<file path="src/rtl/bank_mapper_pkg.sv">
package bank_mapper_pkg;
  localparam int CTRL_W = 8;

  // Control byte: bit 7 video overlay, bits 6:5 spare, bit 4 width, bits 3:0 page
  typedef struct packed {
    logic       vid;
    logic [1:0] spare;
    logic       wide;
    logic [3:0] page;
  } ctrl_t;
endpackage

</file>
<file path="src/rtl/bm_rst_sync.sv">
module bm_rst_sync #(
  parameter int STAGES = 2
) (
  input  logic clk,
  input  logic arst_n,
  output logic srst_n
);
  logic [STAGES-1:0] sync_q;
  logic [STAGES-1:0] sync_nxt;

  always_comb begin
    sync_nxt = {sync_q[STAGES-2:0], 1'b1};
  end

  always_ff @(posedge clk or negedge arst_n) begin
    if (!arst_n) sync_q <= '0;
    else         sync_q <= sync_nxt;
  end

  assign srst_n = sync_q[STAGES-1];
endmodule

</file>
<file path="src/rtl/bm_ctrl_latch.sv">
module bm_ctrl_latch
  import bank_mapper_pkg::*;
#(
  parameter int            IO_AW   = 8,
  parameter logic [IO_AW-1:0] IO_PORT = 8'hFF
) (
  input  logic              clk,
  input  logic              rst_n,
  input  logic [IO_AW-1:0]  io_addr,
  input  logic [CTRL_W-1:0] io_data,
  input  logic              iorq_n,
  input  logic              wr_n,
  output logic [3:0]        page_nib,
  output logic              wide,
  output logic              vid
);
  ctrl_t ctrl_q;
  ctrl_t ctrl_nxt;
  logic  load_en;

  assign load_en = !iorq_n && !wr_n && (io_addr == IO_PORT);

  always_comb begin
    ctrl_nxt = ctrl_q;
    if (load_en) ctrl_nxt = ctrl_t'(io_data);
  end

  always_ff @(posedge clk or negedge rst_n) begin
    if (!rst_n) ctrl_q <= '0;
    else        ctrl_q <= ctrl_nxt;
  end

  assign page_nib = ctrl_q.page;
  assign wide     = ctrl_q.wide;
  assign vid      = ctrl_q.vid;

  // a port write lands in the byte one edge later
  p_port_load_r2: assert property (@(posedge clk) disable iff (!rst_n)
    load_en |=> (CTRL_W'(ctrl_q) == $past(io_data)));

  // any other cycle keeps the byte
  p_port_hold_r2: assert property (@(posedge clk) disable iff (!rst_n)
    !load_en |=> $stable(ctrl_q));

  // the byte comes out of reset cleared
  p_reset_clear_r1: assert property (@(posedge clk) disable iff (!rst_n)
    $rose(rst_n) |-> (CTRL_W'(ctrl_q) == '0));
endmodule

</file>
<file path="src/rtl/bm_addr_xlate.sv">
module bm_addr_xlate #(
  parameter int ADDR_W   = 16,
  parameter int PAGE_W   = 4,
  parameter int NUM_HI   = 2,
  parameter int VID_BASE = 16'hF800,
  parameter int VID_SIZE = 2048,
  localparam int OFF_W   = ADDR_W - 1,
  localparam int RAM_AW  = OFF_W + PAGE_W,
  localparam int NPAGE   = 1 << PAGE_W
) (
  input  logic              clk,
  input  logic              rst_n,
  input  logic [ADDR_W-1:0] cpu_addr,
  input  logic              mreq_n,
  input  logic              rd_n,
  input  logic              wr_n,
  input  logic [PAGE_W-1:0] page_nib,
  input  logic              vid_on,
  input  logic [NUM_HI-1:0] hi_page_disable,
  output logic [RAM_AW-1:0] ram_addr,
  output logic              ram_ce_n,
  output logic              ram_oe_n,
  output logic              ram_we_n
);
  localparam logic [ADDR_W:0] VID_LO = (ADDR_W+1)'(VID_BASE);
  localparam logic [ADDR_W:0] VID_HI = (ADDR_W+1)'(VID_BASE + VID_SIZE);

  logic              upper;
  logic [PAGE_W-1:0] page_eff;
  logic [PAGE_W-1:0] page_sel;
  logic              vid_hit;
  logic [NUM_HI-1:0] hi_blk;
  logic              blocked;
  logic              access;

  assign upper    = cpu_addr[ADDR_W-1];
  assign page_eff = (page_nib == '0) ? PAGE_W'(1) : page_nib;
  assign page_sel = upper ? page_eff : '0;
  assign ram_addr = {page_sel, cpu_addr[OFF_W-1:0]};

  assign vid_hit = vid_on && ({1'b0, cpu_addr} >= VID_LO) && ({1'b0, cpu_addr} < VID_HI);

  for (genvar i = 0; i < NUM_HI; i++) begin : g_hi
    localparam logic [PAGE_W-1:0] PG = PAGE_W'(NPAGE - NUM_HI + i);
    assign hi_blk[i] = hi_page_disable[i] && upper && (page_eff == PG);
  end

  assign blocked  = vid_hit || (|hi_blk);
  assign access   = !mreq_n && (!rd_n || !wr_n);
  assign ram_ce_n = !(access && !blocked);
  assign ram_oe_n = ram_ce_n || rd_n;
  assign ram_we_n = ram_ce_n || wr_n;

  // lower half is pinned to page 0 with the offset passed through
  p_low_fixed_r3: assert property (@(posedge clk) disable iff (!rst_n)
    !cpu_addr[ADDR_W-1] |-> (ram_addr == RAM_AW'(cpu_addr[OFF_W-1:0])));

  // upper half never lands on page 0
  p_upper_nonzero_r4: assert property (@(posedge clk) disable iff (!rst_n)
    cpu_addr[ADDR_W-1] |-> (ram_addr[RAM_AW-1:OFF_W] != '0));

  // overlay window keeps the RAM quiet
  p_video_quiet_r6: assert property (@(posedge clk) disable iff (!rst_n)
    (vid_on && ({1'b0, cpu_addr} >= VID_LO) && ({1'b0, cpu_addr} < VID_HI)) |-> ram_ce_n);

  // top page muted when its disable bit is set
  p_top_page_mute_r7: assert property (@(posedge clk) disable iff (!rst_n)
    (hi_page_disable[NUM_HI-1] && (ram_addr[RAM_AW-1:OFF_W] == PAGE_W'(NPAGE-1))) |-> ram_ce_n);

  // no strobe without a memory request
  p_idle_quiet_r8: assert property (@(posedge clk) disable iff (!rst_n)
    mreq_n |-> (ram_ce_n && ram_oe_n && ram_we_n));

  // at most one of the read and write strobes
  p_one_strobe_r8: assert property (@(posedge clk) disable iff (!rst_n)
    $countones({!ram_oe_n, !ram_we_n}) <= 1);
endmodule

</file>
<file path="src/rtl/bank_mapper.sv">
module bank_mapper
  import bank_mapper_pkg::*;
#(
  parameter int ADDR_W   = 16,
  parameter int PAGE_W   = 4,
  parameter int NUM_HI   = 2,
  parameter int VID_BASE = 16'hF800,
  parameter int VID_SIZE = 2048,
  parameter int IO_AW    = 8,
  parameter int IO_PORT  = 8'hFF,
  localparam int RAM_AW  = ADDR_W - 1 + PAGE_W
) (
  input  logic              clk,
  input  logic              rst_n,
  input  logic [ADDR_W-1:0] cpu_addr,
  input  logic [CTRL_W-1:0] cpu_data,
  input  logic              iorq_n,
  input  logic              mreq_n,
  input  logic              rd_n,
  input  logic              wr_n,
  input  logic [NUM_HI-1:0] hi_page_disable,
  output logic [RAM_AW-1:0] ram_addr,
  output logic              ram_ce_n,
  output logic              ram_oe_n,
  output logic              ram_we_n,
  output logic              mode_4080,
  output logic              video_en
);
  logic       srst_n;
  logic [3:0] page_nib;

  bm_rst_sync #(.STAGES(2)) u_rst (
    .clk    (clk),
    .arst_n (rst_n),
    .srst_n (srst_n)
  );

  bm_ctrl_latch #(.IO_AW(IO_AW), .IO_PORT(IO_AW'(IO_PORT))) u_latch (
    .clk      (clk),
    .rst_n    (srst_n),
    .io_addr  (cpu_addr[IO_AW-1:0]),
    .io_data  (cpu_data),
    .iorq_n   (iorq_n),
    .wr_n     (wr_n),
    .page_nib (page_nib),
    .wide     (mode_4080),
    .vid      (video_en)
  );

  bm_addr_xlate #(
    .ADDR_W(ADDR_W), .PAGE_W(PAGE_W), .NUM_HI(NUM_HI),
    .VID_BASE(VID_BASE), .VID_SIZE(VID_SIZE)
  ) u_xlate (
    .clk             (clk),
    .rst_n           (srst_n),
    .cpu_addr        (cpu_addr),
    .mreq_n          (mreq_n),
    .rd_n            (rd_n),
    .wr_n            (wr_n),
    .page_nib        (PAGE_W'(page_nib)),
    .vid_on          (video_en),
    .hi_page_disable (hi_page_disable),
    .ram_addr        (ram_addr),
    .ram_ce_n        (ram_ce_n),
    .ram_oe_n        (ram_oe_n),
    .ram_we_n        (ram_we_n)
  );
endmodule

</file>
<file path="config.mk">
export PLATFORM = sky130hd
export DESIGN_NAME = bank_mapper
export DESIGN_NICKNAME = d
export VERILOG_FILES = /design/src/rtl/bank_mapper_pkg.sv /design/src/rtl/bm_rst_sync.sv /design/src/rtl/bm_ctrl_latch.sv /design/src/rtl/bm_addr_xlate.sv /design/src/rtl/bank_mapper.sv
export SDC_FILE = /design/constraint.sdc
export NUM_CORES = 1
export LEC_CHECK = 0
export BUFFER_PORTS_ARGS = -buffer_cell sky130_fd_sc_hd__buf_2
export CORE_UTILIZATION = 35
export DETAILED_ROUTE_END_ITERATION = 6
export GPL_ROUTABILITY_DRIVEN = 0
export HOLD_SLACK_MARGIN = 0.06
export PLACE_DENSITY_LB_ADDON = 0.1
export RECOVER_POWER = 50
export SYNTH_ARGS = -nofsm -noshare
export SYNTH_HDL_FRONTEND = slang
export SYNTH_SLANG_ARGS = --single-unit
</file>
<file path="constraint.sdc">
create_clock -name clk -period 2.6 [get_ports clk]
set_input_delay 0.52 -clock clk [delete_from_list [all_inputs] [get_ports clk]]
set_output_delay 0.52 -clock clk [all_outputs]
set_load 0.005 [all_outputs]
</file>
## After elaboration in Yosys (flattened, before gate mapping)

Cells that the tools add are included.

| cells by class | value |
|---|---|
| $add $sub $neg | 0 |
| multiply operators | 0 |
| div/mod/pow operators | 0 |
| magnitude comparators | 1 |
| equal/unequal tests | 3 |
| shift-type cells | 0 |
| muxes and demuxes | 2 |
| bitwise operators | 0 |
| reduce and logical (&&, ||, !) cells | 21 |

Operator list:

| operator | count |
|---|---|
| $ge 16x16->1 const B | 1 |
| $logic_and 1x1->1 | 9 |
| $eq 4x4->1 const B | 2 |
| $eq 8x8->1 const B | 1 |
| $mux 4 | 2 |
| $logic_not 1->1 | 6 |
| $logic_not 4->1 | 1 |
| $logic_or 1x1->1 | 4 |
| $reduce_or 2->1 | 1 |

| word-level totals | value |
|---|---|
| bits in registers | 8 |
| latch bits | 0 |
| bits in writable memories | 0 |
| memory bits (read-only) | 0 |
| input port bits | 32 |
| logic and storage cells | 31 |
| memories kept | 0 |

## Depth between registers and ports, before layout

Gate-level depths: netlist of the first run.

| depth | value |
|---|---|
| depth in word-level cells | 10 |
| mapped depth | 3 |

## Hierarchy

From an unflattened synthesis of the first run, not the netlist that was laid out.

| unflattened totals | value |
|---|---|
| cell total of the unflattened synthesis | 47 |
| area total of the unflattened synthesis | 508.0 um^2 |

By module, submodules not included:

| module | times used | cells each | area each (um^2) |
|---|---|---|---|
| bm_ctrl_latch | 1 | 16 | 255.2 |
| bm_addr_xlate | 1 | 28 | 198.9 |
| bm_rst_sync | 1 | 3 | 53.8 |

## Worst setup path before layout of the first run

Ideal clock, no wire load.

| timing | value |
|---|---|
| kind | input port to output port |
| start point | input port hi_page_disable[1] |
| end point | output port ram_oe_n |
| arrival | 1.064 ns |
| slack | 1.016 ns |
| stages on the path | 3 |
| buffers on the path | 0 |
| path through | mux2i_1 -> o221ai_1 -> or2_2 |

| between the ends | value |
|---|---|
| longest elaborated chain between the ends | 8 |

RTL lines:

| element | line | RTL |
|---|---|---|
| start: declaration | bank_mapper.sv:21 | `input logic [NUM_HI-1:0] hi_page_disable,` |
| $logic_and 1x1->1 (2 in series) | bm_addr_xlate.sv:45 | `assign hi_blk[i] = hi_page_disable[i] && upper && (page_eff == PG);` |
| $reduce_or 2->1 | bm_addr_xlate.sv:48 | `assign blocked = vid_hit \|\| (\|hi_blk);` |
| $logic_or 1x1->1 | bm_addr_xlate.sv:48 |  |
| $logic_not 1->1 | bm_addr_xlate.sv:50 | `assign ram_ce_n = !(access && !blocked);` |
| $logic_and 1x1->1 | bm_addr_xlate.sv:50 |  |
| $logic_not 1->1 | bm_addr_xlate.sv:50 |  |
| $logic_or 1x1->1 | bm_addr_xlate.sv:51 | `assign ram_oe_n = ram_ce_n \|\| rd_n;` |
| end: declaration | bank_mapper.sv:24 | `output logic ram_oe_n,` |

Every way passes these cells.

## Worst setup path in the final report of the first run

| timing | value |
|---|---|
| start point | register u_latch.ctrl_q, in the netlist u_latch.page_nib[0] |
| end point | output port ram_we_n |

| between the ends | value |
|---|---|
| longest elaborated chain between the ends | 10 |
| elaborated cells on any way between the ends | 12 |

RTL lines:

| element | line | RTL |
|---|---|---|
| start: declaration | bm_ctrl_latch.sv:17 | `ctrl_t ctrl_q;` |
| start signal: assignment | bm_ctrl_latch.sv:30 | `else ctrl_q <= ctrl_nxt;` |
| $logic_not 4->1 | bm_addr_xlate.sv:37 | `assign page_eff = (page_nib == '0) ? PAGE_W'(1) : page_nib;` |
| $mux 4 (*) | bm_addr_xlate.sv:37 |  |
| $eq 4x4->1 | bm_addr_xlate.sv:45 |  |
| $logic_and 1x1->1 | bm_addr_xlate.sv:45 |  |
| $reduce_or 2->1 (*) | bm_addr_xlate.sv:48 |  |
| $logic_or 1x1->1 (*) | bm_addr_xlate.sv:48 |  |
| $logic_not 1->1 (*) | bm_addr_xlate.sv:50 |  |
| $logic_and 1x1->1 (*) | bm_addr_xlate.sv:50 |  |
| $logic_not 1->1 (*) | bm_addr_xlate.sv:50 |  |
| $logic_or 1x1->1 (*) | bm_addr_xlate.sv:52 | `assign ram_we_n = ram_ce_n \|\| wr_n;` |
| end: declaration | bank_mapper.sv:25 | `output logic ram_we_n,` |

Mark *: on every way between the ends. The rest lies on a longest branch, timed or not.

==> metrics.txt, run 1 <==
routed wire length=1040 um; minimum clock period=1.91 ns; Setup WS post-layout=0.694 ns; PostCTS Resize Cnt=0; setup TNS=0 ns; CTS buffer count=3; share of layout cells above drive strength 1=0.702; Fin. Hold Viols=0; antenna violation net count after detailed routing=0; core area=1330 sq um; Leak=0.395 nW; initial antenna violation count=0; Antenna Cells=0; largest net degree at the start of global routing=7; Iteration-0 DRC Markers=2; status=completed; gr usage total=0.127; clk sink count=8; clk_skew=0.00110 ns; IR drop worst, VDD=0.229 mV; worst r2r dst=u_latch.page_nib[3]; Pre-Repair DR Iteration Count=3; Setup violations, final=0; I/O pins=56; die width=40.3 um; Required @ worst endpoint=2.08 ns; MaxCap Viol Count=0; Net Count, Synth=80; Worst setup EP type=primary output; Seq/Total Area, Yosys=0.390; most frequent cell after synthesis=buf_4; worst reg2reg setup slack=1.81 ns; Final period util=0.733; std cell rows=13; DR vias=451; reg2reg start=u_latch.page_nib[3]; kind of critical path=register to primary output; CP Cell Sequence=mux2i_1 > o221ai_1 > or2_2 > buf_2; fin nets=118; Synth Flop Type=dfrtp_1; Crit path arrival time=1.39 ns; CP Max Fanout=3; vias per cell=4.56; post-synth top area cell=dfrtp_1; RSZ-0062 raised after global routing=false; Power Density=393 nW/um^2; CTS root buf=clkbuf_4; global-route wire length before repair=1360 um; CP Launch Type=register; Final Max Slew Viols=0; Synth cell types=16; die area=1620 sq um; R2R cell count=1; FFs w/ async S/R, synth=1.00; HP Class=register to asynchronous set/reset pin; worst path bufs/invs=1; crit-path leading delay family=flip-flops; number of remaining DRC errors=0; Longest Clk Path Bufs=2; Yosys top cell area share=0.390; vias in the first global route=347; Post-Syn Area=513 sq um; IO Port Bufs=47; routed length per instance=10.5 um; EDFF count, synth=0; Seq cells post-synth=8; Cells after Synth=48; grt ovf=0; top cells by count, synth=buf_4 (15), dfrtp_1 (8), mux2_2 (6); Die Ht=40.3 um; slowest cell on the critical path=dfrtp_1; total power=270 uW; pre-CTS worst setup slack=0.752 ns; fmax=525 MHz; Starting Density=0.385; Skew-Pair Late Insertion Delay=0.24 ns; synth top area cells=dfrtp_1 (39%), buf_4 (22%), mux2_2 (13%); Ys Warns=0; clock-pin slew on the worst setup and hold paths=0.05 ns; synthesized area per cell=10.7 sq um; CTS tree=done; CTS H-Tree Depth=1; Area growth, synth to finish=33.7%; crit-path max cell delay=0.38 ns
-- final cells by class --
type | instances | area, sq um
Clock buffer | 3 | 22.5
Fill cell | 137 | 648
Inverter | 1 | 3.75
Multi-Input combinational cell | 24 | 196
Sequential cell | 8 | 200
Tap cell | 15 | 18.8
Timing Repair Buffer | 48 | 244
-- through the flow --
| stage | instance area (sq um) | hold WS (ns) | instances | util |
|---|---|---|---|---|
| CTS | 687 | 0.0963 | 99 | 0.515 |
| global placement | 654 | 0.0951 | 95 | 0.491 |
| finish | 686 | 0.0892 | 99 | 0.514 |
| floorplan | 513 | 0.0678 | 48 | - |
| detailed placement | 654 | 0.0918 | 95 | 0.491 |
| global route | 686 | 0.108 | 99 | 0.514 |
-- registers in the layout, indices dropped and copies added (netlist names) --
register          cells
u_latch.page_nib      4
u_latch.vid           1
u_latch.wide          1
u_rst.sync_q          2
-- cell usage in the layout (no fill, tap or decap) --
master	synthesis	routed
clkbuf_1	0	1
dfrtp_1	8	8
conb_1	1	1
o21a_1	1	1
inv_1	1	1
a21o_2	1	1
nand4_1	3	3
nand4bb_1	1	1
clkbuf_4	0	3
mux2_2	6	6
nor3_4	1	1
or2_2	2	2
nor3_1	1	1
and2_1	3	3
o221ai_1	1	1
nand2_1	2	2
mux2i_1	1	1
dlygate4sd3_1	0	1
buf_2	0	46
-- how the worst max path moves through the flow --
| stage | start | slack, ns | to | cells after the start |
|---|---|---|---|---|
| finish | u_latch.page_nib[0] | 0.69 | ram_we_n | 4 |
| global route | u_latch.page_nib[0] | 0.57 | ram_oe_n | 4 |
| CTS | u_latch.page_nib[0] | 0.67 | ram_we_n | 4 |
| detailed placement | hi_page_disable[1] | 0.75 | ram_we_n | 5 |
| global placement | cpu_addr[15] | 0.76 | ram_we_n | 5 |
| floorplan | hi_page_disable[1] | 1.02 | ram_oe_n | 3 |
-- power breakdown --
part	switching (mW)	internal, mW	total [mW]	leakage [nW]
sequential	0.00394	0.129	0.133	0.107
clock	0.0334	0.0522	0.0857	0.0138
combinational	0.0198	0.0313	0.0510	0.275
total	0.0572	0.212	0.270	0.395
-- timing repair --
item | in CTS | in global routing
hold endpoints to repair | 2 | 0
hold buffers | 1 | 0
setup buffers | 0 | 0
-- routing by layer --
metal / track usage / vias to the layer above / routed length, um
met1: 0.142 / 202 / 389
li1: - / 224 / -
met4: 0.0667 / 0 / 4
met3: 0.0333 / 2 / 98
met5: 0 / - / 0
met2: 0.218 / 23 / 544
-- logic make-up after synthesis --
group | after synthesis | share of synthesized area
AO/OA/AOI/OAI | 3 | 0.0488
buffers and inverters | 16 | 0.227
flip-flops | 8 | 0.390
multiplexers | 7 | 0.151
other | 1 | 0.00731
AND/OR/NAND/NOR | 13 | 0.176
Note: power is estimated with default switching activity, not from simulation.
==> run 2: changes to the inputs <==
--- a/config.mk
+++ b/config.mk
@@ -5,8 +5,9 @@
 export SDC_FILE = /design/constraint.sdc
 export NUM_CORES = 1
 export LEC_CHECK = 0
+export ABC_AREA = 1
 export BUFFER_PORTS_ARGS = -buffer_cell sky130_fd_sc_hd__buf_2
-export CORE_UTILIZATION = 35
+export CORE_UTILIZATION = 36
 export DETAILED_ROUTE_END_ITERATION = 6
 export GPL_ROUTABILITY_DRIVEN = 0
 export HOLD_SLACK_MARGIN = 0.06
==> constraint.sdc (replaced) <==
create_clock -name clk -period 1.87 [get_ports clk]
set_input_delay 0.374 -clock clk [delete_from_list [all_inputs] [get_ports clk]]
set_output_delay 0.374 -clock clk [all_outputs]
set_load 0.005 [all_outputs]
==> run 2 against run 1 <==
Effect of this change:
- clock-buffer cell count is the same
- final cell count grew 30%
- total power grew 47%
- first-iteration DRC count grew to 6.0 times the previous value
- die area grew 15%
- flip-flop and latch count is the same
- sequential share of layout area shrank 3.1 points
- synthesized area grew 19%
- clock power grew 48%
- register-to-register slack lost 0.58 ns
- critical endpoint unchanged
- largest power group unchanged
==> metrics.txt, run 2 <==
crit-path max cell delay=0.38 ns; Skew-Pair Late Insertion Delay=0.25 ns; Fin. Hold Viols=0; largest net degree at the start of global routing=8; fin nets=147; gr usage total=0.136; max layer used=met4; CTS tree=done; Final period util=0.792; M1 WL=516 um; antenna violation net count after detailed routing=0; fmax=675 MHz; die width=43.1 um; # fillers=166; Worst setup EP type=primary output; Yosys top cell area share=0.329; Synth Flop Type=dfrtp_1; RSZ-0062 raised after global routing=false; Die Ht=43.1 um; dpl cells=125; Antenna Cells=0; register area=200 sq um; setup TNS=0 ns; Switching Share=0.253; vias in the first global route=496; Cells after Synth=77; clk sink count=8; Pint=296 uW; slowest cell on the critical path=dfrtp_1; Flop pwr share=0.467; Final HPWL DP=1030 um; area of the multi-input gates=254 sq um; CP Max Fanout=4; share of layout cells above drive strength 1=0.478; die area=1860 sq um; Area growth, synth to finish=25.7%; clock-pin slew on the worst setup and hold paths=0.05 ns; Iteration-0 DRC Markers=12; synthesized area per cell=7.91 sq um; Crit path arrival time=1.11 ns; number of remaining DRC errors=0; most common cell after layout, fill and taps aside=buf_2; core area=1540 sq um; cell mode on critical path=nor2_1; worst-margin pin slew=0.521 ns; Non-Filler Instances=129; Synth cell types=16; combinational power share=0.214; Required @ worst endpoint=1.50 ns; Leak=0.473 nW; std cell rows=14; initial antenna violation count=0; clk_skew=0.00102 ns; vias per cell=4.65; FFs w/ async S/R, synth=1.00; leading cell types in the layout, fill and taps excluded=buf_2 (45), nand2_1 (22), nand4_1 (8), dfrtp_1 (8), inv_1 (7); CTS root buf=clkbuf_4; EDFF count, synth=0; Ys Warns=0; placed cell area=752 sq um; DR WL met2=620 um; IO Port Bufs=47; status=completed; DR vias=600; global-route wire length before repair=1900 um; Setup violations, final=0; routed wire length=1240 um; Seq cells post-synth=8; I/O pins=56; minimum clock period=1.48 ns; Longest Clk Path Bufs=2; kind of critical path=register to primary output; design area=766 sq um; CP Cell Sequence=inv_1 > nor2_1 > nor2_1 > nand2_1 > nand4_1 > buf_2; most frequent cell after synthesis=nand2_1; Seq/Total Area, Yosys=0.329; HP Class=register to asynchronous set/reset pin; MaxCap Viol Count=0; IR drop worst, VDD=0.292 mV; Post-Syn Area=609 sq um; synth top area cells=dfrtp_1 (33%), buf_4 (18%), nand2_1 (14%); CTS buffer count=3; grt ovf=0; Sw Pwr=100 uW; max reg flops=4; Net Count, Synth=109; Power Density=518 nW/um^2; routed length per instance=9.63 um; max-slew headroom at the worst pin=0.651; CTS H-Tree Depth=1; Starting Density=0.395; Final Max Slew Viols=0; CP Launch Type=register; WL met3=100 um; top cells by count, synth=nand2_1 (22), buf_4 (15), dfrtp_1 (8), nand4_1 (8), inv_1 (7); Pre-Repair DR Iteration Count=4; post-synth top area cell=dfrtp_1; Clk pwr share=0.319
-- run 2: metrics by stage --
step	hold slack (ns)	worst slack [ns]	util	total power, mW
after global routing	0.129	0.251	0.497	0.429
after detailed placement	0.110	0.528	0.488	0.276
after global placement	0.108	0.540	0.488	0.275
final	0.103	0.388	0.497	0.396
after floorplan	0.0678	0.804	-	0.242
after CTS	0.115	0.373	0.509	0.411
-- run 2: final cells by class --
class	instances	area share
Multi-Input combinational cell	47	0.332
Timing Repair Buffer	48	0.317
Tap cell	16	0.0261
Clock buffer	3	0.0294
Inverter	7	0.0343
Sequential cell	8	0.261
-- run 2: timing repair --
| item | in CTS | in global routing |
|---|---|---|
| hold buffers | 1 | 0 |
| setup buffers | 0 | 0 |
| hold endpoints to repair | 2 | 0 |
| gates resized for setup | 0 | 0 |
-- run 2: power by group through the flow --
stage	combinational (mW)	sequential (mW)	clock, mW
after detailed placement	0.0879	0.188	0
final	0.0847	0.185	0.127
after CTS	0.0898	0.185	0.136
after global placement	0.0867	0.188	0
after floorplan	0.0557	0.187	0
after global routing	0.0950	0.186	0.149
-- run 2: final timing paths --
check / from / slack (ns) / to / cells past startpoint
min in group clk: u_rst.sync_q[0] / 0.35 / u_rst.sync_q[1] / 0
worst max register to register: u_latch.page_nib[1] / 1.23 / u_latch.page_nib[1] / 2
worst max-delay path: u_latch.page_nib[0] / 0.39 / ram_we_n / 6
max in group asynchronous: rst_n / 1.31 / u_rst.sync_q[0] / 2
worst min register to register: u_rst.sync_q[1] / 0.10 / u_latch.wide / 0
worst min-delay path: u_rst.sync_q[1] / 0.10 / u_latch.wide / 0
-- run 2: cells by family after synthesis --
group                  share of synthesized area
and+or+nand+nor                            0.417
buffers and inverters                      0.228
DFF                                        0.329
AOI/OAI and AO/OA                         0.0205
other                                    0.00615
-- run 2: metal layers --
metal	global-route usage	vias to the layer above
li1	-	306
met1	0.150	266
met2	0.236	26
met3	0.0638	2
met4	0.0303	0
met5	0	-
-- run 2: worst max-delay path: cells and delay by family, from the launching register on --
kind	cells	cell delay, ns
DFF	1	0.38
buffers and inverters	2	0.18
and+or+nand+nor	4	0.29
==> run 3: changes to the inputs <==
==> constraint.sdc (replaced) <==
create_clock -name clk -period 1.4 [get_ports clk]
set_input_delay 0.28 -clock clk [delete_from_list [all_inputs] [get_ports clk]]
set_output_delay 0.28 -clock clk [all_outputs]
set_load 0.005 [all_outputs]
==> run 3 against run 2 <==
Effect of this change:
- clock-buffer cell count is the same
- via count grew 0.83%
- setup slack lost 0.35 ns
==> metrics.txt, run 3 (synthesis gave the netlist of run 2 again) <==
Non-Filler Instances=131; PostCTS Resize Cnt=0; fmax=735 MHz; CTS root buf=clkbuf_4; total power=532 uW; std cell rows=14; dpl cells=125; CP Launch Type=register; Clk pwr share=0.318; leading cell types in the layout, fill and taps excluded=buf_2 (45), nand2_1 (22), nand4_1 (8), dfrtp_1 (8), inv_1 (7); Die Ht=43.1 um; initial antenna violation count=0; Starting Density=0.395; number of remaining DRC errors=0; kind of critical path=register to primary output; routed length per instance=9.53 um; Antenna Cells=0; Longest Clk Path Bufs=2; Power Density=681 nW/um^2; Setup violations, final=0; global-route wire length before repair=1910 um; Pint=397 uW; Final HPWL DP=1030 um; core area=1540 sq um; reg2reg start=u_latch.page_nib[0]; RSZ-0062 raised after global routing=true; HP Class=register to asynchronous set/reset pin; IO Port Bufs=47; share of layout cells above drive strength 1=0.487; max reg flops=4; most common cell after layout, fill and taps aside=buf_2; MaxCap Viol Count=0; clk_skew=0.00116 ns; CP Launch Point=u_latch.vid; antenna violation net count after detailed routing=0; max-slew headroom at the worst pin=0.651; Worst setup EP type=primary output; Skew-Pair Late Insertion Delay=0.25 ns; Sw Pwr=134 uW; vias in the first global route=499; routed wire length=1250 um; CP Max Fanout=3; Required @ worst endpoint=1.12 ns; clock-pin slew on the worst setup and hold paths=0.05 ns; CTS H-Tree Depth=1; R2R cell count=3; Leak=0.484 nW; Area growth, synth to finish=28.1%; gr usage total=0.137; worst r2r dst=u_latch.page_nib[0]; placed cell area=752 sq um; fin nets=149; design area=781 sq um; Pre-Repair DR Iteration Count=4; Fin. Hold Viols=0; vias per cell=4.62; die width=43.1 um; Critical Path End=ram_oe_n; status=completed; Crit path arrival time=1.08 ns; worst reg2reg setup slack=0.67 ns; worst-margin pin slew=0.521 ns; combinational power share=0.218; Final Max Slew Viols=0; Switching Share=0.253; Final period util=0.972; clk sink count=8; Flop pwr share=0.464; largest net degree at the start of global routing=8; CTS buffer count=3; CTS tree=done; die area=1860 sq um; grt ovf=0; IR drop worst, VDD=0.391 mV; I/O pins=56; minimum clock period=1.36 ns; DR vias=605; Iteration-0 DRC Markers=9
==> run 3: cell types whose count changed in the layout (fill, tap and decap cells not counted) <==
| cell | previous run | this run |
|---|---|---|
| buf_4 | 0 | 2 |
==> run 3: repair_timing <==
item | CTS | global route
endpoints found under the setup margin | 2 | 4
hold endpoints to repair | 2 | 0
setup buffers | 1 | 1
hold buffers | 1 | 0
pin swaps | 0 | 0
==> run 3: cell type report <==
type | count | area (sq um)
multi-input cells | 47 | 254
repair buffers | 50 | 258
well taps | 16 | 20.0
clock buffers | 3 | 22.5
fillers | 167 | 761
inverters | 7 | 26.3
flip-flops and latches | 8 | 200
==> run 3: worst min-delay path by stage <==
| stage | start | to | slack, ns | depth (start not counted) |
|---|---|---|---|---|
| after global routing | u_rst.sync_q[1] | u_latch.page_nib[0] | 0.13 | 0 |
| after detailed placement | rst_n | u_rst.sync_q[1] | 0.07 | 1 |
| after floorplan | rst_n | u_rst.sync_q[0] | -0.02 | 0 |
| after CTS | u_rst.sync_q[1] | u_latch.wide | 0.11 | 0 |
| after global placement | rst_n | u_rst.sync_q[0] | 0.06 | 1 |
| final | u_rst.sync_q[1] | u_latch.wide | 0.10 | 0 |
==> run 3: critical path, cell delays in order, from the launching register on <==
cell	delay (ns)
dfrtp_1	0.37
nand2_1	0.06
nor2_1	0.11
nand2_1	0.10
nand4_1	0.09
buf_2	0.12
==> run 3: power by group through the flow <==
stage	Clock [mW]	Sequential [mW]	Combinational (mW)
after floorplan	0	0.249	0.0744
after global placement	0	0.251	0.116
after detailed placement	0	0.251	0.117
after CTS	0.181	0.247	0.121
after global routing	0.199	0.248	0.129
final	0.169	0.247	0.116
==> run 3: routing by layer <==
| layer | up-vias | track usage | share of wire |
|---|---|---|---|
| met3 | 2 | 0.0638 | 0.071 |
| li1 | 309 | - | - |
| met2 | 24 | 0.236 | 0.51 |
| met5 | - | 0 | 0 |
| met4 | 0 | 0.0303 | 0.0032 |
| met1 | 270 | 0.153 | 0.42 |
==> run 3: metrics by stage <==
step / TNS (ns) / setup slack [ns] / util / hold slack (ns)
after global routing: -0.275 / -0.0945 / 0.506 / 0.129
after floorplan: 0 / 0.436 / - / -0.0156
after detailed placement: 0 / 0.246 / 0.488 / 0.0669
after global placement: 0 / 0.258 / 0.488 / 0.0647
after CTS: 0 / 0.0146 / 0.514 / 0.115
final: 0 / 0.0396 / 0.506 / 0.102
